<file path="src/rtl/pst_trace_pkg.sv">
package pst_trace_pkg;

    typedef enum logic [1:0] {
        HALT_RUN     = 2'd0,
        HALT_PENDING = 2'd1,
        HALT_STOPPED = 2'd2
    } halt_state_e;

    typedef enum logic {
        SER_IDLE  = 1'b0,
        SER_SHIFT = 1'b1
    } ser_state_e;

endpackage

</file>
<file path="src/rtl/pst_halt_ctrl.sv">
module pst_halt_ctrl
    import pst_trace_pkg::*;
#(
    parameter int CODE_W = 4
) (
    input  logic              clk,
    input  logic              rst_n,
    input  logic [CODE_W-1:0] core_status,
    input  logic              brk_req,
    input  logic              instr_done,
    input  logic              resume,
    output logic [CODE_W-1:0] status_out
);

    localparam logic [CODE_W-1:0] HALT_CODE  = '1;
    localparam logic [CODE_W-1:0] SUBST_CODE = '0;

    halt_state_e       state_q, state_d;
    logic [CODE_W-1:0] status_q, status_d;

    // next-state logic
    always_comb begin
        state_d = state_q;
        unique case (state_q)
            HALT_RUN: begin
                if (brk_req && instr_done)  state_d = HALT_STOPPED;
                else if (brk_req)           state_d = HALT_PENDING;
            end
            HALT_PENDING: begin
                if (instr_done)             state_d = HALT_STOPPED;
            end
            HALT_STOPPED: begin
                if (resume)                 state_d = HALT_RUN;
            end
            default:                        state_d = HALT_RUN;
        endcase
    end

    // state register
    always_ff @(posedge clk) begin
        if (!rst_n) state_q <= HALT_RUN;
        else        state_q <= state_d;
    end

    // output logic: halt code is reserved for the stopped state
    always_comb begin
        if (state_d == HALT_STOPPED)       status_d = HALT_CODE;
        else if (core_status == HALT_CODE) status_d = SUBST_CODE;
        else                               status_d = core_status;
    end

    always_ff @(posedge clk) begin
        if (!rst_n) status_q <= '0;
        else        status_q <= status_d;
    end

    assign status_out = status_q;

    assert_halt_code_R3: assert property (@(posedge clk) disable iff (!rst_n)
        (state_q == HALT_STOPPED) |-> (status_out == HALT_CODE));

    assert_code_reserved_R4: assert property (@(posedge clk) disable iff (!rst_n)
        (state_q != HALT_STOPPED) |-> (status_out != HALT_CODE));

    assert_wait_completion_R2: assert property (@(posedge clk) disable iff (!rst_n)
        (state_q != HALT_STOPPED && !instr_done) |=> (state_q != HALT_STOPPED));

    assert_resume_follows_R5: assert property (@(posedge clk) disable iff (!rst_n)
        (state_q == HALT_STOPPED && resume && core_status != HALT_CODE)
        |=> (status_out == $past(core_status)));

endmodule

</file>
<file path="src/rtl/pst_ddata_serializer.sv">
module pst_ddata_serializer
    import pst_trace_pkg::*;
#(
    parameter int DATA_W = 32,
    parameter int NIB_W  = 4
) (
    input  logic              clk,
    input  logic              rst_n,
    input  logic [NIB_W-1:0]  bkpt_status,
    input  logic              cap_req,
    input  logic [DATA_W-1:0] cap_value,
    output logic [NIB_W-1:0]  ddata_out
);

    localparam int NIBBLES = DATA_W / NIB_W;
    localparam int CNT_W   = $clog2(NIBBLES + 1);
    localparam logic [CNT_W-1:0] LAST_CNT = CNT_W'(NIBBLES);

    ser_state_e        state_q, state_d;
    logic [DATA_W-1:0] shreg_q, shreg_d;
    logic [CNT_W-1:0]  cnt_q, cnt_d;
    logic              hold_vld_q, hold_vld_d;
    logic [DATA_W-1:0] hold_val_q, hold_val_d;
    logic [NIB_W-1:0]  ddata_q, ddata_d;

    logic              last_nib;
    logic              do_load;
    logic [DATA_W-1:0] load_val;

    assign last_nib = (cnt_q == LAST_CNT);

    // transition and holding-register decisions
    always_comb begin
        state_d    = state_q;
        hold_vld_d = hold_vld_q;
        hold_val_d = hold_val_q;
        do_load    = 1'b0;
        load_val   = cap_value;
        unique case (state_q)
            SER_IDLE: begin
                if (cap_req) begin
                    do_load = 1'b1;
                    state_d = SER_SHIFT;
                end
            end
            SER_SHIFT: begin
                if (last_nib) begin
                    if (hold_vld_q) begin
                        do_load    = 1'b1;
                        load_val   = hold_val_q;
                        hold_vld_d = cap_req;
                        if (cap_req) hold_val_d = cap_value;
                    end else if (cap_req) begin
                        do_load = 1'b1;
                    end else begin
                        state_d = SER_IDLE;
                    end
                end else if (cap_req && !hold_vld_q) begin
                    hold_vld_d = 1'b1;
                    hold_val_d = cap_value;
                end
            end
            default: state_d = SER_IDLE;
        endcase
    end

    // state register
    always_ff @(posedge clk) begin
        if (!rst_n) begin
            state_q    <= SER_IDLE;
            hold_vld_q <= 1'b0;
            hold_val_q <= '0;
        end else begin
            state_q    <= state_d;
            hold_vld_q <= hold_vld_d;
            hold_val_q <= hold_val_d;
        end
    end

    // output and shift path
    always_comb begin
        shreg_d = shreg_q;
        cnt_d   = cnt_q;
        ddata_d = bkpt_status;
        if (do_load) begin
            ddata_d = load_val[NIB_W-1:0];
            shreg_d = load_val >> NIB_W;
            cnt_d   = CNT_W'(1);
        end else if (state_q == SER_SHIFT && !last_nib) begin
            ddata_d = shreg_q[NIB_W-1:0];
            shreg_d = shreg_q >> NIB_W;
            cnt_d   = cnt_q + CNT_W'(1);
        end
    end

    always_ff @(posedge clk) begin
        if (!rst_n) begin
            shreg_q <= '0;
            cnt_q   <= '0;
            ddata_q <= '0;
        end else begin
            shreg_q <= shreg_d;
            cnt_q   <= cnt_d;
            ddata_q <= ddata_d;
        end
    end

    assign ddata_out = ddata_q;

    logic armed_q;
    always_ff @(posedge clk) begin
        if (!rst_n) armed_q <= 1'b0;
        else        armed_q <= 1'b1;
    end

    assert_idle_shows_bkpt_R6: assert property (@(posedge clk) disable iff (!rst_n)
        (armed_q && state_q == SER_IDLE) |-> (ddata_out == $past(bkpt_status)));

    assert_no_early_end_R9: assert property (@(posedge clk) disable iff (!rst_n)
        (state_q == SER_SHIFT && !last_nib) |=> (state_q == SER_SHIFT));

    assert_hold_kept_R11: assert property (@(posedge clk) disable iff (!rst_n)
        (hold_vld_q && state_q == SER_SHIFT && !last_nib)
        |=> (hold_vld_q && $stable(hold_val_q)));

endmodule

</file>
<file path="src/rtl/pst_trace_unit.sv">
module pst_trace_unit
    import pst_trace_pkg::*;
#(
    parameter int CODE_W = 4,
    parameter int DATA_W = 32
) (
    input  logic              clk,
    input  logic              rst_n,
    input  logic [CODE_W-1:0] core_status,
    input  logic              brk_req,
    input  logic              instr_done,
    input  logic              resume,
    input  logic [CODE_W-1:0] bkpt_status,
    input  logic [1:0]        cap_mode,
    input  logic              addr_req,
    input  logic [DATA_W-1:0] addr_value,
    input  logic              oper_req,
    input  logic [DATA_W-1:0] oper_value,
    input  logic              wdd_req,
    input  logic [DATA_W-1:0] wdd_value,
    output logic [CODE_W-1:0] status_out,
    output logic [CODE_W-1:0] ddata_out
);

    logic              addr_ok, oper_ok, cap_req;
    logic [DATA_W-1:0] cap_value;

    assign addr_ok = addr_req && cap_mode[0];
    assign oper_ok = oper_req && cap_mode[1];
    assign cap_req = wdd_req || oper_ok || addr_ok;

    // priority: write-debug-data, then operand, then address
    always_comb begin
        if (wdd_req)      cap_value = wdd_value;
        else if (oper_ok) cap_value = oper_value;
        else              cap_value = addr_value;
    end

    pst_halt_ctrl #(.CODE_W(CODE_W)) u_halt (
        .clk         (clk),
        .rst_n       (rst_n),
        .core_status (core_status),
        .brk_req     (brk_req),
        .instr_done  (instr_done),
        .resume      (resume),
        .status_out  (status_out)
    );

    pst_ddata_serializer #(.DATA_W(DATA_W), .NIB_W(CODE_W)) u_ser (
        .clk         (clk),
        .rst_n       (rst_n),
        .bkpt_status (bkpt_status),
        .cap_req     (cap_req),
        .cap_value   (cap_value),
        .ddata_out   (ddata_out)
    );

endmodule

</file>
<file path="config.mk">
export PLATFORM = sky130hd
export DESIGN_NAME = pst_trace_unit
export DESIGN_NICKNAME = d
export VERILOG_FILES = /design/src/rtl/pst_trace_pkg.sv /design/src/rtl/pst_halt_ctrl.sv /design/src/rtl/pst_ddata_serializer.sv /design/src/rtl/pst_trace_unit.sv
export SDC_FILE = /design/constraint.sdc
export NUM_CORES = 1
export LEC_CHECK = 0
export CORE_MARGIN = 1.5
export CORE_UTILIZATION = 40
export DETAILED_ROUTE_END_ITERATION = 7
export PLACE_DENSITY = 0.75
export REMOVE_ABC_BUFFERS = 1
export SLEW_MARGIN = 15
export SYNTH_ARGS = -nofsm -noshare
export SYNTH_HDL_FRONTEND = slang
export SYNTH_SLANG_ARGS = --single-unit
</file>
<file path="constraint.sdc">
create_clock -name clk -period 1.6 [get_ports clk]
set_input_delay 0.4 -clock clk [delete_from_list [all_inputs] [get_ports clk]]
set_output_delay 0.4 -clock clk [all_outputs]
set_load 0.01 [all_outputs]
</file>
==> metrics.txt, run 1 <==
status finished with violations; failing checks negative setup slack; 1st-iter DRT viols 400; Synth top cells by count nand2_1, dfxtp_1, inv_1; Final setup violation count 25; Synth cell types 40; area leader, netlist dfxtp_1; setup TNS -0.4902 ns; Mapped Area 0.004641 mm²; clk_lat worst skew 0.34 ns; crit path DAT 1.94 ns; Tcrit/Tclk final 107.5%; antenna viol nets, final 0; Chip Width 110.7 µm; fillcell total 968; vias per std cell 5.791; top-count cell post-synth nand2_1; # IOs 122; top-area cell type share of the netlist area 32.79%; Num CTS Buffers 9; critical path launch point u_ser.cnt_q[0]; count of final hold-check violations 0; async set or reset register ratio after synthesis 0%; Design Area, Final 0.006753 mm²; max-cap viol count 0; fin nets 821; vias in the first global route 4940; Static Leakage 2.776 nW; Post-DP HPWL 9844 µm; largest net degree at the start of global routing 45; Slew @ Worst Pin 0.5017 ns; Layout Cells excl Fill 853; TritonCTS clock tree yes; clock skew 0.007379 ns; clk slew on worst S/H paths 0.06 ns; IO buf count 121; Post-synth EDFFs 0; Clock Path Buffers 2; die height 110.7 µm; worst setup margin -0.1202 ns; antenna violations before repair 0; Final min period 1.720 ns; initial core utilization 40.82%; drt first pass iters 6; mean post-synth cell area 8.185 µm²; ys flop type dfxtp_1; Row Count 39; Power Total 5.390 mW; Yosys reg bits 76; CTS Root Cell clkbuf_16; largest cells by area after synthesis dfxtp_1, mux2i_1, nand2_1; crit path to u_ser.shreg_q[21]; Pwr Density 798.2 mW/mm²; Worst R2R End u_ser.shreg_q[21]; Max IR drop VDD 0.0005552 V; crit path launch type flop; total grt overflow 0; Max FO, Critical Path 7; Ant. Diodes 0; flop-to-flop setup slack -0.12 ns; first-pass GRT wire length 23160 µm; via count 4940; Req. time, crit path 1.82 ns; r2r worst-path depth 7; crit path kind reg2reg; H-tree depth 3; RSZ-0062 raised after global routing true; Area Overhead vs Synth 45.51%; Core Footprint 0.01137 mm²; Final Util 59.39%; total wire length 14900 µm; r2r startpoint u_ser.cnt_q[0]; Max Clock Freq 581.3 MHz; post-route DRC violation count 0; GPL Wtd Cong 0.8497; placed inst area 0.006232 mm²; layout cells sized above 1 16.34%; Synth Instances 567; Worst setup EP type flop; slew margin rel. 66.11%; Hold Path Class in2reg; Seq/Total Area, Yosys 32.79%; Pins Over Slew Limit 0; Die Footprint 0.01226 mm²; Ys Warns 0; GRT Overall Usage 23.02%; Placed Cells 826; WL per Instance 17.47 µm; clock sink count 76
## power breakdown
group / internal [mW] / total (mW) / switching (mW)
clock: 1.08 / 1.87 / 0.789
sequential: 2.04 / 2.13 / 0.0849
combinational: 0.735 / 1.39 / 0.656
total: 3.86 / 5.39 / 1.53
## worst max-delay path, cell delays in order (launching register included)
cell and delay (ns):
dfxtp_2 0.33, inv_2 0.08, ha_4 0.16, and3b_4 0.33
buf_6 0.19, mux2i_1 0.27, a21oi_1 0.12, o211a_1 0.14
## placed cells by master (no fill, tap or decap), types with 7 or more instances in the layout
master           instances
clkdlybuf4s50_1        113
nand2_1                 76
dfxtp_1                 73
buf_4                   44
inv_1                   42
nand4_1                 33
nand4b_1                32
o311ai_1                31
mux2i_1                 30
a21oi_1                 26
nand2b_1                25
o211a_1                 25
o21ai_1                 23
or3b_1                  23
o21ai_2                 13
buf_12                  11
clkbuf_16                9
nor2_1                   8
nand3_1                  7
## metal layers
metal	part of all wire (%)	global-route usage, %	vias up	wire length (µm)
met5	0	0	-	0
met4	2.4	9.316	0	365
met3	7.2	4.319	38	1073
met2	50	41.11	237	7376
met1	41	27.06	2327	6085
li1	-	-	2338	-
## what timing repair did
item | in CTS | in global routing
endpoints found under the setup margin | 71 | 69
hold endpoints to repair | 0 | 0
hold buffers | 0 | 0
buffers inserted | 5 | 3
gates resized for setup | 23 | 30
pin swaps | 5 | 27
cloned | 3 | 0
## state kept, by name, summed over array words and instances (netlist names)
signal	count
u_ser.hold_val_q	32
u_ser.state_q	1
u_halt.state_q	2
u_ser.shreg_q	28
u_halt.status_out	4
u_ser.hold_vld_q	1
u_ser.cnt_q	4
u_ser.ddata_out	4
## area by class of cell
class	instances	area, µm²	area share [%]
multi-input cells	391	2786	41.26
flip-flops and latches	76	1525	22.59
clock inverters	5	27.53	0.4076
well taps	143	178.9	2.650
repair buffers	183	1827	27.05
inverters	44	165.2	2.446
clock buffers	11	242.7	3.595
## logic make-up (layout without fill, tap and decap cells)
family / count (synthesis) / in the layout / share of synthesized area [%]
buffers and inverters: 103 / 243 / 10.22
AOI/OAI and AO/OA: 136 / 136 / 21.03
and+or+nand+nor: 216 / 219 / 28.01
xor gates and xnor gates: 3 / 3 / 0.7281
adders and majority gates: 2 / 2 / 0.5391
muxes: 31 / 31 / 6.686
DFF: 76 / 76 / 32.79
## worst min path at each step
stage / startpoint / end / slack [ns] / cells after the start
2_1_floorplan: u_ser.hold_val_q[10] / u_ser.hold_val_q[10] / 0.42 / 2
3_3_place_gp: u_ser.hold_val_q[6] / u_ser.hold_val_q[6] / 0.43 / 2
3_5_place_dp: u_ser.hold_val_q[26] / u_ser.hold_val_q[26] / 0.43 / 2
4_1_cts: rst_n / u_ser.ddata_out[1] / 0.44 / 3
5_1_grt: u_ser.hold_val_q[20] / u_ser.hold_val_q[20] / 0.47 / 2
6_report: rst_n / u_ser.ddata_out[1] / 0.44 / 3
## metrics by stage
step                hold WS (ns)  setup WS, ns
CTS                       0.4419    -0.0005954
finish                    0.4441       -0.1202
detailed placement        0.4344       -0.6672
floorplan                 0.4233        -1.337
global placement          0.4314       -0.5783
global route              0.4707       -0.1717
No activity file was read; power rests on OpenSTA's default activity.
==> inputs of run 2 (changes only) <==
--- a/config.mk
+++ b/config.mk
@@ -5,7 +5,6 @@
 export SDC_FILE = /design/constraint.sdc
 export NUM_CORES = 1
 export LEC_CHECK = 0
-export CORE_MARGIN = 1.5
 export CORE_UTILIZATION = 40
 export DETAILED_ROUTE_END_ITERATION = 7
 export PLACE_DENSITY = 0.75
==> constraint.sdc (replaced) <==
create_clock -name clk -period 1.6 [get_ports clk]
set_input_delay 0.32 -clock clk [delete_from_list [all_inputs] [get_ports clk]]
set_output_delay 0.32 -clock clk [all_outputs]
set_load 0.01 [all_outputs]
==> metrics.txt, run 2 (synthesized netlist as in run 1, its figures left out) <==
Bufs and invs on worst path 4 (+2); GPL Wtd Cong 0.8437 (-0.71%); Layout Cells excl Fill 853 (unchanged); antenna violations before repair 0 (unchanged); Placed Cells 818 (-0.97%); Post-DP HPWL 9790 µm (-0.55%); TritonCTS clock tree yes; drt first pass iters 6 (unchanged); crit path kind reg2reg; setup TNS -2.830 ns (-2.340 ns); die height 109.7 µm (-0.90%); via count 5094 (+3.1%); total wire length 16260 µm (+9.1%); biggest regs u_ser.hold_val_q x32, u_ser.shreg_q x28; layout cells sized above 1 16.55% (+0.21 points); count of final hold-check violations 0 (unchanged); commonest non-fill, non-tap cells in the layout clkdlybuf4s50_1, nand2_1, dfxtp_1; worst setup margin -0.1377 ns (-0.01747 ns); slew margin rel. 66.95% (+0.84 points); Final Util 62.58% (+3.2 points); clk_lat worst skew 0.34 ns (about the same); Place WS -0.5917 ns (+0.07544 ns); crit-path cells inv_2 -> ha_4 -> and3b_4 -> buf_12 -> xnor2_4 -> buf_4 -> buf_16 -> nand4_1 -> o21ai_1; Max Clock Freq 575.5 MHz (-1.0%); CTS Root Cell clkbuf_16; Pins Over Slew Limit 0 (unchanged); Crit path max-delay family buffers and inverters; Die Footprint 0.01204 mm² (-1.8%); max-cap viol count 0 (unchanged); Slew @ Worst Pin 0.4893 ns (-0.01246 ns); Worst setup EP type flop; Static Leakage 2.842 nW (+2.4%); hold buffers post-CTS 0 (unchanged); clock sink count 76 (unchanged); failing checks negative setup slack; slowest stage cell, crit path dfxtp_2; Clock Path Buffers 2 (unchanged); # IOs 122 (unchanged); vias per std cell 5.972 (+3.1%); post-route DRC violation count 0 (unchanged); crit path DAT 2.00 ns (+0.06 ns); vias in the first global route 4826 (-2.3%); Hold Path Class reg2reg; most common cell after layout, fill and taps aside clkdlybuf4s50_1; Reg with most FFs u_ser.hold_val_q; Chip Width 109.7 µm (-0.90%); crit path launch type flop; clk slew on worst S/H paths 0.06 ns (about the same); Area Overhead vs Synth 49.39%; placed inst area 0.006166 mm² (-1.1%); 1st-iter DRT viols 576 (+44%); RSZ-0062 raised after global routing true; GRT Overall Usage 25.36% (+2.3 points); initial core utilization 41.89% (+1.1 points); WL per Instance 19.06 µm (+9.1%); clock skew 0.005679 ns (-0.001700 ns); Max IR drop VDD 0.0005702 V (+2.7%); Tcrit/Tclk final 108.6% (+1.1 points); Final setup violation count 54 (+120%); flop-to-flop setup slack -0.14 ns (-0.02 ns); total grt overflow 0 (unchanged); Core Footprint 0.01108 mm² (-2.6%); slowest stage delay, CP 0.33 ns (about the same); Fin Hold WS 0.4517 ns (+0.007628 ns); Req. time, crit path 1.86 ns (+0.04 ns); status finished with violations; Final min period 1.738 ns (+0.01747 ns); H-tree depth 3 (unchanged); Design Area, Final 0.006933 mm² (+2.7%); Num CTS Buffers 9 (unchanged); Row Count 38 (-2.6%); first-pass GRT wire length 23540 µm (+1.7%); antenna viol nets, final 0 (unchanged); fin nets 824 (+0.37%); IO buf count 121 (unchanged); Ant. Diodes 0 (unchanged); Power Total 5.643 mW (+4.7%); max reg flops 32 (unchanged); largest net degree at the start of global routing 44 (-2.2%); Pwr Density 813.9 mW/mm² (+2.0%); Max FO, Critical Path 9 (+2)
## run 2: worst paths after layout
kind / from / end / cells past startpoint
worst max-delay path: u_ser.cnt_q[0] / u_ser.hold_val_q[25] / 9
worst min-delay path: u_ser.hold_val_q[17] / u_ser.hold_val_q[17] / 2
worst max register to register: u_ser.cnt_q[0] / u_ser.hold_val_q[25] / 9
worst min register to register: u_ser.hold_val_q[17] / u_ser.hold_val_q[17] / 2
## run 2: where the power goes
group / leakage (nW) / internal (mW) / total (mW) / switching [mW]
combinational: 2.08 / 0.799 / 1.51 / 0.706
sequential: 0.626 / 2.04 / 2.13 / 0.0880
clock: 0.134 / 1.14 / 2.01 / 0.871
## run 2: what timing repair did
item / in CTS / in global routing
cloned: 5 / 6
pin swaps: 33 / 11
setup endpoints to repair: 69 / 69
buffers inserted: 8 / 1
resized for setup: 34 / 26
## run 2: per-layer routing
layer  GRT usage (%)  vias up  wire, µm
met5               0        -         0
met4           10.95        0       528
met3           3.497       54      1333
met2           44.07      284      8076
met1           31.19     2407      6322
li1                -     2349         -
## run 2: cell type report
class                   instances  area, µm²
clock inverters                 5      36.28
clock buffers                  11      252.7
inverters                      44      165.2
repair buffers                186       1984
multi-input cells             391       2795
fillers                       871       4145
well taps                     140      175.2
flip-flops and latches         76       1524
## run 2: worst reg2reg max path, stage by stage, from the launching register on
cell     delay, ns
dfxtp_2       0.33
inv_2         0.05
ha_4          0.16
and3b_4       0.21
buf_12        0.14
xnor2_4       0.19
buf_4         0.17
buf_16        0.13
nand4_1       0.12
o21ai_1       0.14
==> inputs of run 3 (changes only) <==
--- a/config.mk
+++ b/config.mk
@@ -7,8 +7,7 @@
 export LEC_CHECK = 0
 export CORE_UTILIZATION = 40
 export DETAILED_ROUTE_END_ITERATION = 7
-export PLACE_DENSITY = 0.75
-export REMOVE_ABC_BUFFERS = 1
+export PLACE_DENSITY_LB_ADDON = 0.1
 export SLEW_MARGIN = 15
 export SYNTH_ARGS = -nofsm -noshare
 export SYNTH_HDL_FRONTEND = slang
==> metrics.txt, run 3 (synthesized netlist as in run 1, its figures left out) <==
# IOs 122 (unchanged); via count 4696 (-7.8%); Worst Hold Depth 4 (+2); total wire length 13980 µm (-14%); clock skew 0.009760 ns (+0.004082 ns); Core Footprint 0.01108 mm² (unchanged); WL per Instance 16.64 µm (-13%); commonest non-fill, non-tap cells in the layout clkdlybuf4s50_1, nand2_1, dfxtp_1; max reg flops 32 (unchanged); Placed Cells 817 (-0.12%); crit path kind reg2reg; Final min period 1.611 ns (-0.1264 ns); Tcrit/Tclk final 100.7% (-7.9 points); slowest stage delay, CP 0.32 ns (about the same); Row Count 38 (unchanged); Chip Width 109.7 µm (unchanged); crit path DAT 1.85 ns (-0.15 ns); IO buf count 121 (unchanged); GR Layer Usage met1 31.86% (+0.68 points); Hold Path Class in2reg; CTS Root Cell clkbuf_16; Slew @ Worst Pin 0.5191 ns (+0.02984 ns); clk_lat worst skew 0.34 ns (about the same); RSZ-0062 raised after global routing true; worst setup margin -0.01126 ns (+0.1264 ns); Worst setup EP type flop; failing checks negative setup slack; antenna violations before repair 0 (unchanged); Max FO, Critical Path 13 (+4); Power Total 6.037 mW (+7.0%); max-cap viol count 0 (unchanged); Pwr Density 887.7 mW/mm² (+9.1%); hold buffers post-CTS 0 (unchanged); vias in the first global route 4321 (-10%); total grt overflow 0 (unchanged); first-pass GRT wire length 21770 µm (-7.5%); largest net degree at the start of global routing 39 (-11%); fillcell total 964 (+11%); Static Leakage 2.769 nW (-2.6%); GPL Wtd Cong 0.8352 (-1.0%); clock sink count 76 (unchanged); Layout Cells excl Fill 840 (-1.5%); post-route DRC violation count 0 (unchanged); setup TNS -0.02291 ns (+2.807 ns); most common cell after layout, fill and taps aside clkdlybuf4s50_1; met3 usage 3.794% (+0.30 points); GRT Overall Usage 23.66% (-1.7 points); Syn Nets 683; r2r startpoint u_ser.cnt_q[0]; Area Overhead vs Synth 46.56%; Die Footprint 0.01204 mm² (unchanged); grt peak-use layer met2; drt first pass iters 5 (-1); r2r worst-path depth 7 (-2); die height 109.7 µm (unchanged); crit path launch type flop; fin nets 811 (-1.6%); Hold Startpoint rst_n; Hold Path End u_halt.state_q[1]; Num CTS Buffers 9 (unchanged); Place WS -0.5361 ns (+0.05558 ns); Reg with most FFs u_ser.hold_val_q; count of final hold-check violations 0 (unchanged); Max IR drop VDD 0.0005120 V (-10%); Clock Path Buffers 2 (unchanged); H-tree depth 3 (unchanged); biggest regs u_ser.hold_val_q x32, u_ser.shreg_q x28; vias per std cell 5.590 (-6.4%); layout cells sized above 1 13.71% (-2.8 points); Post-DP HPWL 9720 µm (-0.72%); clk slew on worst S/H paths 0.06 ns (about the same); Max Clock Freq 620.6 MHz (+7.8%); flop-to-flop setup slack -0.01 ns (+0.13 ns); Final setup violation count 3 (-94%); slowest stage cell, crit path dfxtp_2; antenna viol nets, final 0 (unchanged); Worst R2R End u_ser.shreg_q[19]; Ant. Diodes 0 (unchanged); Req. time, crit path 1.84 ns (-0.02 ns); slew margin rel. 64.94% (-2.0 points); TritonCTS clock tree yes; crit-path cells inv_2 -> ha_4 -> and3b_4 -> buf_12 -> mux2i_2 -> a21oi_2 -> o211a_1; initial core utilization 41.89% (unchanged); met2 GRT Util 38.54% (-5.5 points); Pins Over Slew Limit 0 (unchanged); status finished with violations; 1st-iter DRT viols 335 (-42%)
[run 3: cell count changes in the layout (fill, tap and decap cells not counted), moves of 3 or more]
cell | before | now
and2_4 | 5 | 2
buf_4 | 38 | 35
buf_6 | 10 | 5
bufinv_16 | 0 | 4
o21ai_1 | 29 | 35
o21ai_2 | 7 | 0
or3b_1 | 19 | 22
or3b_4 | 4 | 1
[run 3: worst max-delay path by stage]
stage                   start                 to  slack (ns)  cells after the start
5_1_grt        u_ser.cnt_q[0]   u_ser.shreg_q[5]       -0.06                      7
6_report       u_ser.cnt_q[0]  u_ser.shreg_q[19]       -0.01                      7
2_1_floorplan  u_ser.cnt_q[0]  u_ser.shreg_q[19]        0.02                      8
3_5_place_dp      cap_mode[1]  u_ser.shreg_q[23]       -0.54                      7
3_3_place_gp      cap_mode[1]  u_ser.shreg_q[23]       -0.55                      7
4_1_cts        u_ser.cnt_q[1]  u_ser.shreg_q[19]       -0.01                      7
[run 3: cell type report]
| cell class | instances | area [µm²] | share of cell area, % |
|---|---|---|---|
| well taps | 140 | 175.2 | 2.575 |
| clock buffers | 10 | 239.0 | 3.514 |
| flip-flops and latches | 76 | 1524 | 22.41 |
| inverters | 44 | 165.2 | 2.428 |
| multi-input cells | 388 | 2730 | 40.14 |
| clock inverters | 6 | 135.1 | 1.987 |
| repair buffers | 176 | 1833 | 26.95 |
[run 3: worst max-delay path: cells and delay by family (launching register included)]
| kind | cells | cell delay (ns) |
|---|---|---|
| compound gates | 2 | 0.23 |
| fa+ha+maj | 1 | 0.16 |
| buf+inv | 2 | 0.25 |
| flops | 1 | 0.32 |
| mux | 1 | 0.26 |
| simple gates | 1 | 0.27 |
[run 3: metrics by stage]
| step | utilization (%) | area [µm²] | hold WS, ns |
|---|---|---|---|
| after floorplan | - | 4643 | 0.3993 |
| after global placement | 55.95 | 6198 | 0.4308 |
| after detailed placement | 55.95 | 6198 | 0.4349 |
| after CTS | 60.13 | 6661 | 0.4053 |
| after global routing | 61.40 | 6802 | 0.4313 |
| final | 61.40 | 6802 | 0.4048 |
[run 3: what timing repair did]
action | in CTS | in global routing
resized for setup | 17 | 14
setup buffers | 2 | 2
gates cloned | 0 | 3
setup endpoints to repair | 70 | 68
pin swaps | 2 | 6
[run 3: power by group]
group | internal [mW] | total [mW] | leakage, nW | switching (mW)
registers | 2.04 | 2.13 | 0.626 | 0.0886
clock network | 1.72 | 2.55 | 0.175 | 0.826
logic | 0.732 | 1.36 | 1.97 | 0.624
[run 3: per-layer routing]
metal  vias to the layer above  share of wire (%)
met1                      2172                 47
li1                       2318                  -
met5                         -                  0
met2                       190                 45
met3                        16                6.6
met4                         0                1.4
